[config.mk]
export PLATFORM = sky130hd
export DESIGN_NAME = oneshot_timer
export DESIGN_NICKNAME = d
export VERILOG_FILES = /design/src/rtl/oneshot_pkg.sv /design/src/rtl/os_prescale.sv /design/src/rtl/os_trig_detect.sv /design/src/rtl/os_core.sv /design/src/rtl/oneshot_timer.sv
export SDC_FILE = /design/constraint.sdc
export NUM_CORES = 1
export LEC_CHECK = 0
export ABC_CLOCK_PERIOD_IN_PS = 3700
export BUFFER_PORTS_ARGS = -buffer_cell sky130_fd_sc_hd__buf_2
export CORE_MARGIN = 2
export CORE_UTILIZATION = 32
export CTS_CLUSTER_DIAMETER = 40
export CTS_CLUSTER_SIZE = 8
export DETAILED_ROUTE_END_ITERATION = 7
export GPL_TIMING_DRIVEN = 1
export PLACE_DENSITY_LB_ADDON = 0.3
export SYNTH_ARGS = -nofsm -noshare
export SYNTH_HDL_FRONTEND = slang
export SYNTH_SLANG_ARGS = --single-unit
[constraint.sdc]
create_clock -name clk_i -period 3.7 [get_ports clk_i]
set_input_delay 0 -clock clk_i [delete_from_list [all_inputs] [get_ports clk_i]]
set_output_delay 0 -clock clk_i [all_outputs]
set_load 0.01 [all_outputs]
[src/rtl/oneshot_pkg.sv]
package oneshot_pkg;
  localparam int unsigned CNT_W = 16;
  localparam int unsigned SEL_W = 3;

  localparam logic [1:0] ADDR_CTRL  = 2'd0;
  localparam logic [1:0] ADDR_END   = 2'd1;
  localparam logic [1:0] ADDR_START = 2'd2;

  typedef enum logic [1:0] {
    EDGE_OFF  = 2'b00,
    EDGE_RISE = 2'b01,
    EDGE_FALL = 2'b10,
    EDGE_BOTH = 2'b11
  } edge_sel_e;

  typedef enum logic [1:0] {
    ST_IDLE = 2'd0,
    ST_WAIT = 2'd1,
    ST_RUN  = 2'd2
  } os_state_e;
endpackage

[src/rtl/os_prescale.sv]
module os_prescale #(
  parameter int unsigned SEL_W = 3
) (
  input  logic             clk_i,
  input  logic             rst_ni,
  input  logic             en_i,
  input  logic [SEL_W-1:0] sel_i,
  output logic             tick_o
);
  localparam int unsigned PRE_W = (1 << SEL_W) - 1;

  logic [PRE_W-1:0] pre_q;
  logic [PRE_W-1:0] mask;

  assign mask   = ~({PRE_W{1'b1}} << sel_i);
  assign tick_o = en_i && ((pre_q & mask) == mask);

  always_ff @(posedge clk_i or negedge rst_ni) begin
    if (!rst_ni)    pre_q <= '0;
    else if (!en_i) pre_q <= '0;
    else            pre_q <= pre_q + 1'b1;
  end
endmodule

[src/rtl/os_trig_detect.sv]
module os_trig_detect
  import oneshot_pkg::*;
#(
  parameter int unsigned SYNC_STAGES = 2
) (
  input  logic      clk_i,
  input  logic      rst_ni,
  input  logic      trig_i,
  input  edge_sel_e sel_i,
  output logic      evt_o
);
  logic [SYNC_STAGES-1:0] sync_q;
  logic                   last_q;
  logic                   rise, fall;

  generate
    for (genvar i = 0; i < SYNC_STAGES; i++) begin : g_sync
      always_ff @(posedge clk_i or negedge rst_ni) begin
        if (!rst_ni) sync_q[i] <= 1'b0;
        else if (i == 0) sync_q[i] <= trig_i;
        else sync_q[i] <= sync_q[(i == 0) ? 0 : i-1];
      end
    end
  endgenerate

  always_ff @(posedge clk_i or negedge rst_ni) begin
    if (!rst_ni) last_q <= 1'b0;
    else         last_q <= sync_q[SYNC_STAGES-1];
  end

  assign rise = sync_q[SYNC_STAGES-1] & ~last_q;
  assign fall = ~sync_q[SYNC_STAGES-1] & last_q;

  always_comb begin
    unique case (sel_i)
      EDGE_RISE: evt_o = rise;
      EDGE_FALL: evt_o = fall;
      EDGE_BOTH: evt_o = rise | fall;
      default:   evt_o = 1'b0;
    endcase
  end
endmodule

[src/rtl/os_core.sv]
module os_core
  import oneshot_pkg::*;
#(
  parameter int unsigned CNT_W = 16
) (
  input  logic             clk_i,
  input  logic             rst_ni,
  input  logic             en_i,
  input  logic             tick_i,
  input  logic             evt_i,
  input  logic [CNT_W-1:0] cmp_end_i,
  input  logic [CNT_W-1:0] cmp_start_i,
  output logic             out_o,
  output logic             irq_end_o,
  output logic             irq_start_o,
  output logic             run_o,
  output logic [CNT_W-1:0] cnt_o
);
  os_state_e        state_q;
  logic [CNT_W-1:0] cnt_q;
  logic             out_q, irq_end_q, irq_start_q;
  logic             hit_end, hit_start;

  assign hit_end   = (state_q == ST_RUN) && tick_i && (cnt_q == cmp_end_i);
  assign hit_start = (state_q == ST_RUN) && tick_i && (cnt_q == cmp_start_i);

  always_ff @(posedge clk_i or negedge rst_ni) begin
    if (!rst_ni) begin
      state_q     <= ST_IDLE;
      cnt_q       <= '0;
      out_q       <= 1'b0;
      irq_end_q   <= 1'b0;
      irq_start_q <= 1'b0;
    end else if (!en_i) begin
      state_q     <= ST_IDLE;
      cnt_q       <= '0;
      out_q       <= 1'b0;
      irq_end_q   <= 1'b0;
      irq_start_q <= 1'b0;
    end else begin
      irq_end_q   <= hit_end;
      irq_start_q <= hit_start;
      unique case (state_q)
        ST_IDLE: state_q <= ST_WAIT;
        ST_WAIT: if (evt_i) begin
          state_q <= ST_RUN;
          cnt_q   <= '0;
        end
        ST_RUN: begin
          if (hit_end) begin
            state_q <= ST_WAIT;
            cnt_q   <= '0;
            out_q   <= 1'b0;
          end else begin
            if (tick_i)    cnt_q <= cnt_q + 1'b1;
            if (hit_start) out_q <= 1'b1;
          end
        end
        default: state_q <= ST_IDLE;
      endcase
    end
  end

  assign out_o       = out_q & en_i;
  assign irq_end_o   = irq_end_q;
  assign irq_start_o = irq_start_q;
  assign run_o       = (state_q == ST_RUN);
  assign cnt_o       = cnt_q;
endmodule

[src/rtl/oneshot_timer.sv]
module oneshot_timer
  import oneshot_pkg::*;
(
  input  logic        clk_i,
  input  logic        rst_ni,
  input  logic        wr_en_i,
  input  logic [1:0]  wr_addr_i,
  input  logic [15:0] wr_data_i,
  input  logic        trig_i,
  output logic        pulse_o,
  output logic        irq_end_o,
  output logic        irq_start_o
);
  logic             en_q;
  logic [SEL_W-1:0] sel_q;
  edge_sel_e        edge_q;
  logic [CNT_W-1:0] cmp_end_q, cmp_start_q;
  logic             tick_w, evt_w, run_w;
  logic [CNT_W-1:0] cnt_w;

  always_ff @(posedge clk_i or negedge rst_ni) begin
    if (!rst_ni) begin
      en_q        <= 1'b0;
      sel_q       <= '0;
      edge_q      <= EDGE_OFF;
      cmp_end_q   <= '0;
      cmp_start_q <= '0;
    end else if (wr_en_i) begin
      unique case (wr_addr_i)
        ADDR_CTRL: begin
          en_q   <= wr_data_i[0];
          sel_q  <= wr_data_i[SEL_W:1];
          edge_q <= edge_sel_e'(wr_data_i[5:4]);
        end
        ADDR_END:   cmp_end_q   <= wr_data_i[CNT_W-1:0];
        ADDR_START: cmp_start_q <= wr_data_i[CNT_W-1:0];
        default: ;
      endcase
    end
  end

  os_prescale #(.SEL_W(SEL_W)) u_pre (
    .clk_i (clk_i), .rst_ni(rst_ni), .en_i(en_q), .sel_i(sel_q), .tick_o(tick_w)
  );

  os_trig_detect #(.SYNC_STAGES(2)) u_trig (
    .clk_i (clk_i), .rst_ni(rst_ni), .trig_i(trig_i), .sel_i(edge_q), .evt_o(evt_w)
  );

  os_core #(.CNT_W(CNT_W)) u_core (
    .clk_i       (clk_i),
    .rst_ni      (rst_ni),
    .en_i        (en_q),
    .tick_i      (tick_w),
    .evt_i       (evt_w),
    .cmp_end_i   (cmp_end_q),
    .cmp_start_i (cmp_start_q),
    .out_o       (pulse_o),
    .irq_end_o   (irq_end_o),
    .irq_start_o (irq_start_o),
    .run_o       (run_w),
    .cnt_o       (cnt_w)
  );
endmodule

Word level (Yosys, flattened, before mapping)
Cells that the tools add are included.
- flip-flop bits (word level): 69
- bits in latches: 0
- RAM bits: 0
- ROM bits: 0
- word-level logic and storage cells: 70
- memories: 0
- add/subtract/negate cells: 2
- multipliers: 0
- div/mod/pow operators: 0
- magnitude comparators: 0
- eq/ne operators: 16
- shift-type cells: 1
- multiplexer cells: 17
- bitwise logic cells: 8
- reductions and logical operators: 12
- operators by type and width (cell ; number):
    $mux W16 ; 4
    $eq A16 B16 Y1 ; 2
    $pmux W16 S2 ; 1
    $add A16 B1 Y16 const B ; 1
    $reduce_and A2 Y1 ; 5
    $eq A2 B2 Y1 const B ; 4
    $add A7 B1 Y7 const B ; 1
    $and A7 B7 Y7 ; 1
    $eq A7 B7 Y1 ; 1
    $mux W7 ; 1
    $not A7 Y7 ; 1
    $shl A7 B3 Y7 const A ; 1
    $eq A2 B1 Y1 const B ; 3
    $mux W1 ; 6
    $mux W2 ; 3
    $ne A3 B1 Y1 const B ; 2
    $pmux W2 S3 ; 1
    $logic_and A1 B1 Y1 ; 4
    $logic_not A2 Y1 ; 2
    $ne A4 B2 Y1 const B ; 1
    $and A1 B1 Y1 ; 3
    $ne A3 B2 Y1 const B ; 1
    $ne A3 B3 Y1 const B ; 1
    $pmux W1 S3 ; 1
    other kinds (4) ; 5

Logic depth before layout (Yosys ltp)
- depth after elaboration: 11
- depth in mapped cells: 10

Cells and area by module
A second synthesis with hierarchy kept.
- cell total of the unflattened synthesis: 277
- area, all modules: 3379.5 um2
- by module, submodules not included (module ; instances ; cells an instance ; area an instance (um2) ; sequential area each (um2)):
    oneshot_timer ; 1 ; 81 ; 1465.2 ; 950.9
    os_core ; 1 ; 148 ; 1422.6 ; 525.5
    os_prescale ; 1 ; 36 ; 357.8 ; 175.2
    os_trig_detect ; 1 ; 12 ; 133.9 ; 75.1

Worst setup path before layout
No wires, ideal clock.
- kind: register to register
- start point: reg u_trig.last_q
- end point: reg u_core.cnt_q[11] (netlist: u_core.cnt_o[11])
- setup time: 0.077 ns
- arrival: 2.152 ns
- path slack: 1.471 ns
- cell stages (with the launch flop): 10
- path buffers: 1
- path through: dfrtp_1 -> inv_1 -> ha_1 -> nand2b_1 -> and3_1 -> o41ai_1 -> a21oi_1 -> buf_2 -> or4_1 -> a21oi_1
- cells in the longest elaborated chain, start to end: 6
- elaborated cells between the ends (all ways): 7
- classes of those cells: eq/ne: 1; mux: 1; bitwise: 4; reduce/logical: 1
- ends and longest elaborated chain (item ; line ; RTL):
    start: declaration ; os_trig_detect.sv:13 ; logic last_q;
    start signal: assignment ; os_trig_detect.sv:28 ; else last_q <= sync_q[SYNC_STAGES-1];
    $not A1 Y1 ; os_trig_detect.sv:31 ; assign rise = sync_q[SYNC_STAGES-1] & ~last_q;
    $and A1 B1 Y1 ; os_trig_detect.sv:31 ;
    $or A1 B1 Y1 ; os_trig_detect.sv:38 ; EDGE_BOTH: evt_o = rise | fall;
    $pmux W1 S3 (*) ; os_trig_detect.sv:35 ; unique case (sel_i)
    $ne A3 B3 Y1 (no line) (*) ; -- ;
    $reduce_and A3 Y1 (no line) (*) ; -- ;
    end signal: assignment ; os_core.sv:55 ; if (tick_i) cnt_q <= cnt_q + 1'b1;
    end: declaration ; os_core.sv:20 ; logic [CNT_W-1:0] cnt_q;
Mark *: on every way between the ends. The rest lies on a longest branch, timed or not.
A chain may end at the register's enable or synchronous reset.

Final worst setup path
Same ends and word-level chain as after synthesis.

==> impl_results.md <==
- Number of violations of the max-capacitance limit: 0
- Endpoint class of the critical path: flip-flop
- Setup WS pre-CTS: around 1200 ps
- Initial drt markers: 111
- Final Core Density: about two fifths
- Count of buffers added by post-CTS timing repair for setup: 0
- CP required: ~4000 ps
- Wire length of the first global-routing pass: ~12000 um
- Area of all placed cells without fillers: roughly 0.0041 mm2
- Commonest cells after routing, fill and taps aside: sky130_fd_sc_hd__dfrtp_1 (69), sky130_fd_sc_hd__mux2_2 (38), sky130_fd_sc_hd__xnor2_1 (36)
- Number of global-route vias before repair: ~2400
- Highest ir drop seen on vdd: 0.0002304 V
- Total Routing Usage GR: between 10% and 20%
- Critical path fanouts, max: 20
- Pin count of the biggest net entering global routing: between 40 and 50
- Status: completed
- Max Fclk: 394.5 MHz
- Post-synthesis sequential element count: 69
- Worst setup slack after layout: between 1000 and 1500 ps
- Post-route DRC violation count: 0
- Wire length after detailed routing: approximately 7400 um
- Overflow left after global routing: 0
- Launch point of the worst reg-to-reg path: u_trig.last_q$_DFF_PN0_
- Number of diodes added for antenna fixing: 0
- Maximum root-to-sink buffer count: 2
- Sum of buffers and inverters on the critical path: 2
- Setup-failing EPs final: 0
- Cell leakage power: between 1.5 and 2 nW
- H-tree levels: 3
- Clock tree from TritonCTS: done
- Met3 track demand over resource: between 3 and 4%
- HPWL Detailed: 5131 um
- Final weighted congestion of routability-driven global placement: approximately 0.80
- Post-synthesis sequential area ratio: about half
- Actual slew at the worst max-slew pin: 1021 ps
- Slew margin rel.: between 30% and 40%
- Worst-case clock skew: around 8.2 ps
- Most frequent standard cell in the layout excluding fill and tap cells: sky130_fd_sc_hd__dfrtp_1
- Ports: 25
- Die outline area: 0.01153 mm2
- Fill cell count: slightly above 1000
- Die width: around 110 um
- Storage element area: around 0.0017 mm2
- Post-Synthesis Cells: around 300
- Cell type group with the largest total delay on the critical path: compound AO/OA/AOI/OAI gates
- Count of buffers from port buffering: 24
- Share of Yosys cell area claimed by the top area cell type: 50.48%
- Layout overhead on the synthesized area: 19.42%
- Setup repair after global routing missed its margin: no
- Classification of the worst setup path: flip-flop to flip-flop
- Synthesized net count: roughly 330
- Critical path startpoint: u_trig.last_q$_DFF_PN0_
- Placed Cells incl. Taps: 451
- Max incr delay on CP: between 500 and 600 ps
- Max-slew violations: 0
- Kind of start point of the critical path: flip-flop
- GRT busiest layer: met2
- Met1 track demand over resource: 19.87%
- Worst-Skew Late Latency: approximately 340 ps
- Hold Violations, Final: 0
- Number of antenna violations at the first check in global routing: 0
- Max stage delay cell, worst path: sky130_fd_sc_hd__o41ai_1
- Final Cycle Share: between 60% and 70%
- Number of nets in the finished design: 370
- Clock transition at the registers of the reported paths: ~80 ps
- Clock root cell: sky130_fd_sc_hd__clkbuf_8
- Power density cells: around 480 mW/mm2
- Cell-by-cell trace of the critical path: inv_1, ha_1, nand2b_1, and3_1, o41ai_1, a21oi_1, buf_4, or4_1, a21oi_1
- Total clock buffers created by CTS: 9
- Number of vias after detailed routing: between 2000 and 2500
- Number of synthesis warnings: 0
- Area of the multi-input gates: ~0.0016 mm2
- Period minus WS final: approximately 2500 ps
- Fin Setup TNS: 0 ps
- Via density: roughly 5
- Cells resized by post-CTS repair: 0
- Residual antenna-violating net count after detailed routing: 0
- Post-synthesis area per instance: ~11 um2
- Met2 capacity usage during global routing: 20.93%
- Number of iterations in the first detailed-routing pass: 4
- Post-layout instance count excluding filler cells: just under 500
- Count of standard-cell rows: 37
- Dpl cell area: 0.003672 mm2
- Core box area: about 0.010 mm2
- Internal reg-to-reg setup slack: ~1200 ps
- Crit path arrival time: about 2800 ps
- Wirelength per Cell: around 15 um
- Vertical die dimension: around 110 um
- Distinct cell type count after synthesis: 38
- Hold-fix buffers, CTS: 18
- Minimum hold slack: ~150 ps
- Area contributors post-synth: sky130_fd_sc_hd__dfrtp_1 (50%), sky130_fd_sc_hd__mux2_2 (13%), sky130_fd_sc_hd__xnor2_1 (9.2%), sky130_fd_sc_hd__nand4_1 (2.6%), sky130_fd_sc_hd__a21oi_1 (2.2%)
- TritonCTS Sinks: 69
- Post-synthesis instance area: roughly 0.0034 mm2
- Initial core utilization: about a third
- Most frequent cell on the critical path: sky130_fd_sc_hd__a21oi_1
- Hold Crit Class: primary input to flip-flop
- Share of post-route cells with drive strength above 1: roughly a quarter
- Post-synthesis cell type with the largest combined area: sky130_fd_sc_hd__dfrtp_1
- Power consumption: 1.957 mW
- Worst Min Path Start: wr_addr_i[0]
[area by class of cell]
type	count	area share (%)
sequential	69	42.27
multi-input combinational	212	39.42
timing repair buffer	44	7.718
tap	136	4.165
clock buffer	11	3.706
clock inverter	5	1.991
inverter	8	0.7351
[worst register-to-register path: cells and delay by family, from the launching register on]
| kind | cells | cell delay [ps] |
|---|---|---|
| simple gates | 3 | 730 |
| flops | 1 | 360 |
| buf+inv | 2 | 280 |
| compound gates | 3 | 810 |
| fa+ha+maj | 1 | 280 |
[layer usage]
metal | vias up | share of wire, %
li1 | 1162 | -
met1 | 1213 | 49
met2 | 46 | 45
met3 | 7 | 4.4
met4 | 0 | 1.4
met5 | - | 0
[power by group]
part | switching, mW | leakage [nW] | internal (mW)
logic | 0.136 | 0.643 | 0.173
clock network | 0.296 | 0.116 | 0.418
registers | 0.0862 | 0.872 | 0.848
[synth_stat cells]
master                       n
sky130_fd_sc_hd__ha_1        4
sky130_fd_sc_hd__or4_1       6
sky130_fd_sc_hd__nand3b_1    4
sky130_fd_sc_hd__and4_1      1
sky130_fd_sc_hd__nor4_2      1
sky130_fd_sc_hd__o211ai_1    1
sky130_fd_sc_hd__a31o_2      1
sky130_fd_sc_hd__nor2_1      4
sky130_fd_sc_hd__a31oi_1     1
sky130_fd_sc_hd__o221ai_1    2
sky130_fd_sc_hd__o31ai_1     2
sky130_fd_sc_hd__or3_1       5
sky130_fd_sc_hd__a21oi_1    15
sky130_fd_sc_hd__a21boi_0    1
sky130_fd_sc_hd__buf_2       1
sky130_fd_sc_hd__nand3_1     7
sky130_fd_sc_hd__nor3b_1     2
sky130_fd_sc_hd__nand2_1    17
sky130_fd_sc_hd__buf_1       2
sky130_fd_sc_hd__xor2_1      1
sky130_fd_sc_hd__a2111oi_4   1
sky130_fd_sc_hd__a2bb2oi_1   1
sky130_fd_sc_hd__nand4b_1    1
sky130_fd_sc_hd__nand4_1    14
sky130_fd_sc_hd__o221a_1     1
sky130_fd_sc_hd__nor2b_1     3
sky130_fd_sc_hd__nor4_1      1
sky130_fd_sc_hd__xnor2_1    36
sky130_fd_sc_hd__and3_1      6
sky130_fd_sc_hd__nand2b_1    8
sky130_fd_sc_hd__mux2_2     38
sky130_fd_sc_hd__dfrtp_1    69
sky130_fd_sc_hd__o41ai_1     2
sky130_fd_sc_hd__and2_1     10
sky130_fd_sc_hd__clkbuf_1   11
sky130_fd_sc_hd__o21ai_0    13
sky130_fd_sc_hd__inv_1       8
sky130_fd_sc_hd__or2_2       2
[cell families (layout without fill, tap and decap cells)]
family | Yosys count | in the layout | synth area share [%]
AND/OR/NAND/NOR | 92 | 92 | 15.80
flip-flops | 69 | 69 | 50.48
AO/OA/AOI/OAI | 41 | 41 | 7.828
multiplexers | 38 | 38 | 12.51
XOR/XNOR | 37 | 37 | 9.473
buffers and inverters | 22 | 68 | 2.451
adder cells (fa/ha/maj) | 4 | 4 | 1.463
[worst paths after layout]
| kind | to | cells past startpoint |
|---|---|---|
| max reg2reg | u_core.cnt_o[11]$_DFFE_PN0P_ | 9 |
| max in group asynchronous | cmp_start_q[6]$_DFFE_PN0P_ | 3 |
| max | u_core.cnt_o[11]$_DFFE_PN0P_ | 9 |
| min reg2reg | u_trig.sync_q[1]$_DFF_PN0_ | 0 |
| min in group asynchronous | u_pre.pre_q[6]$_DFF_PN0_ | 2 |
| min | edge_q[0]$_DFFE_PN0P_ | 3 |
[flip-flops by register name, indices dropped and copies added, names as in the netlist]
| signal | flops |
|---|---|
| edge_q | 2 |
| u_trig.sync_q | 2 |
| u_core.irq_end_o | 1 |
| cmp_end_q | 16 |
| sel_q | 3 |
| u_core.out_q | 1 |
| cmp_start_q | 16 |
| u_trig.last_q | 1 |
| en_q | 1 |
| u_pre.pre_q | 7 |
| u_core.irq_start_o | 1 |
| u_core.cnt_o | 16 |
| u_core.state_q | 2 |
(Power assumes the default switching activity.)
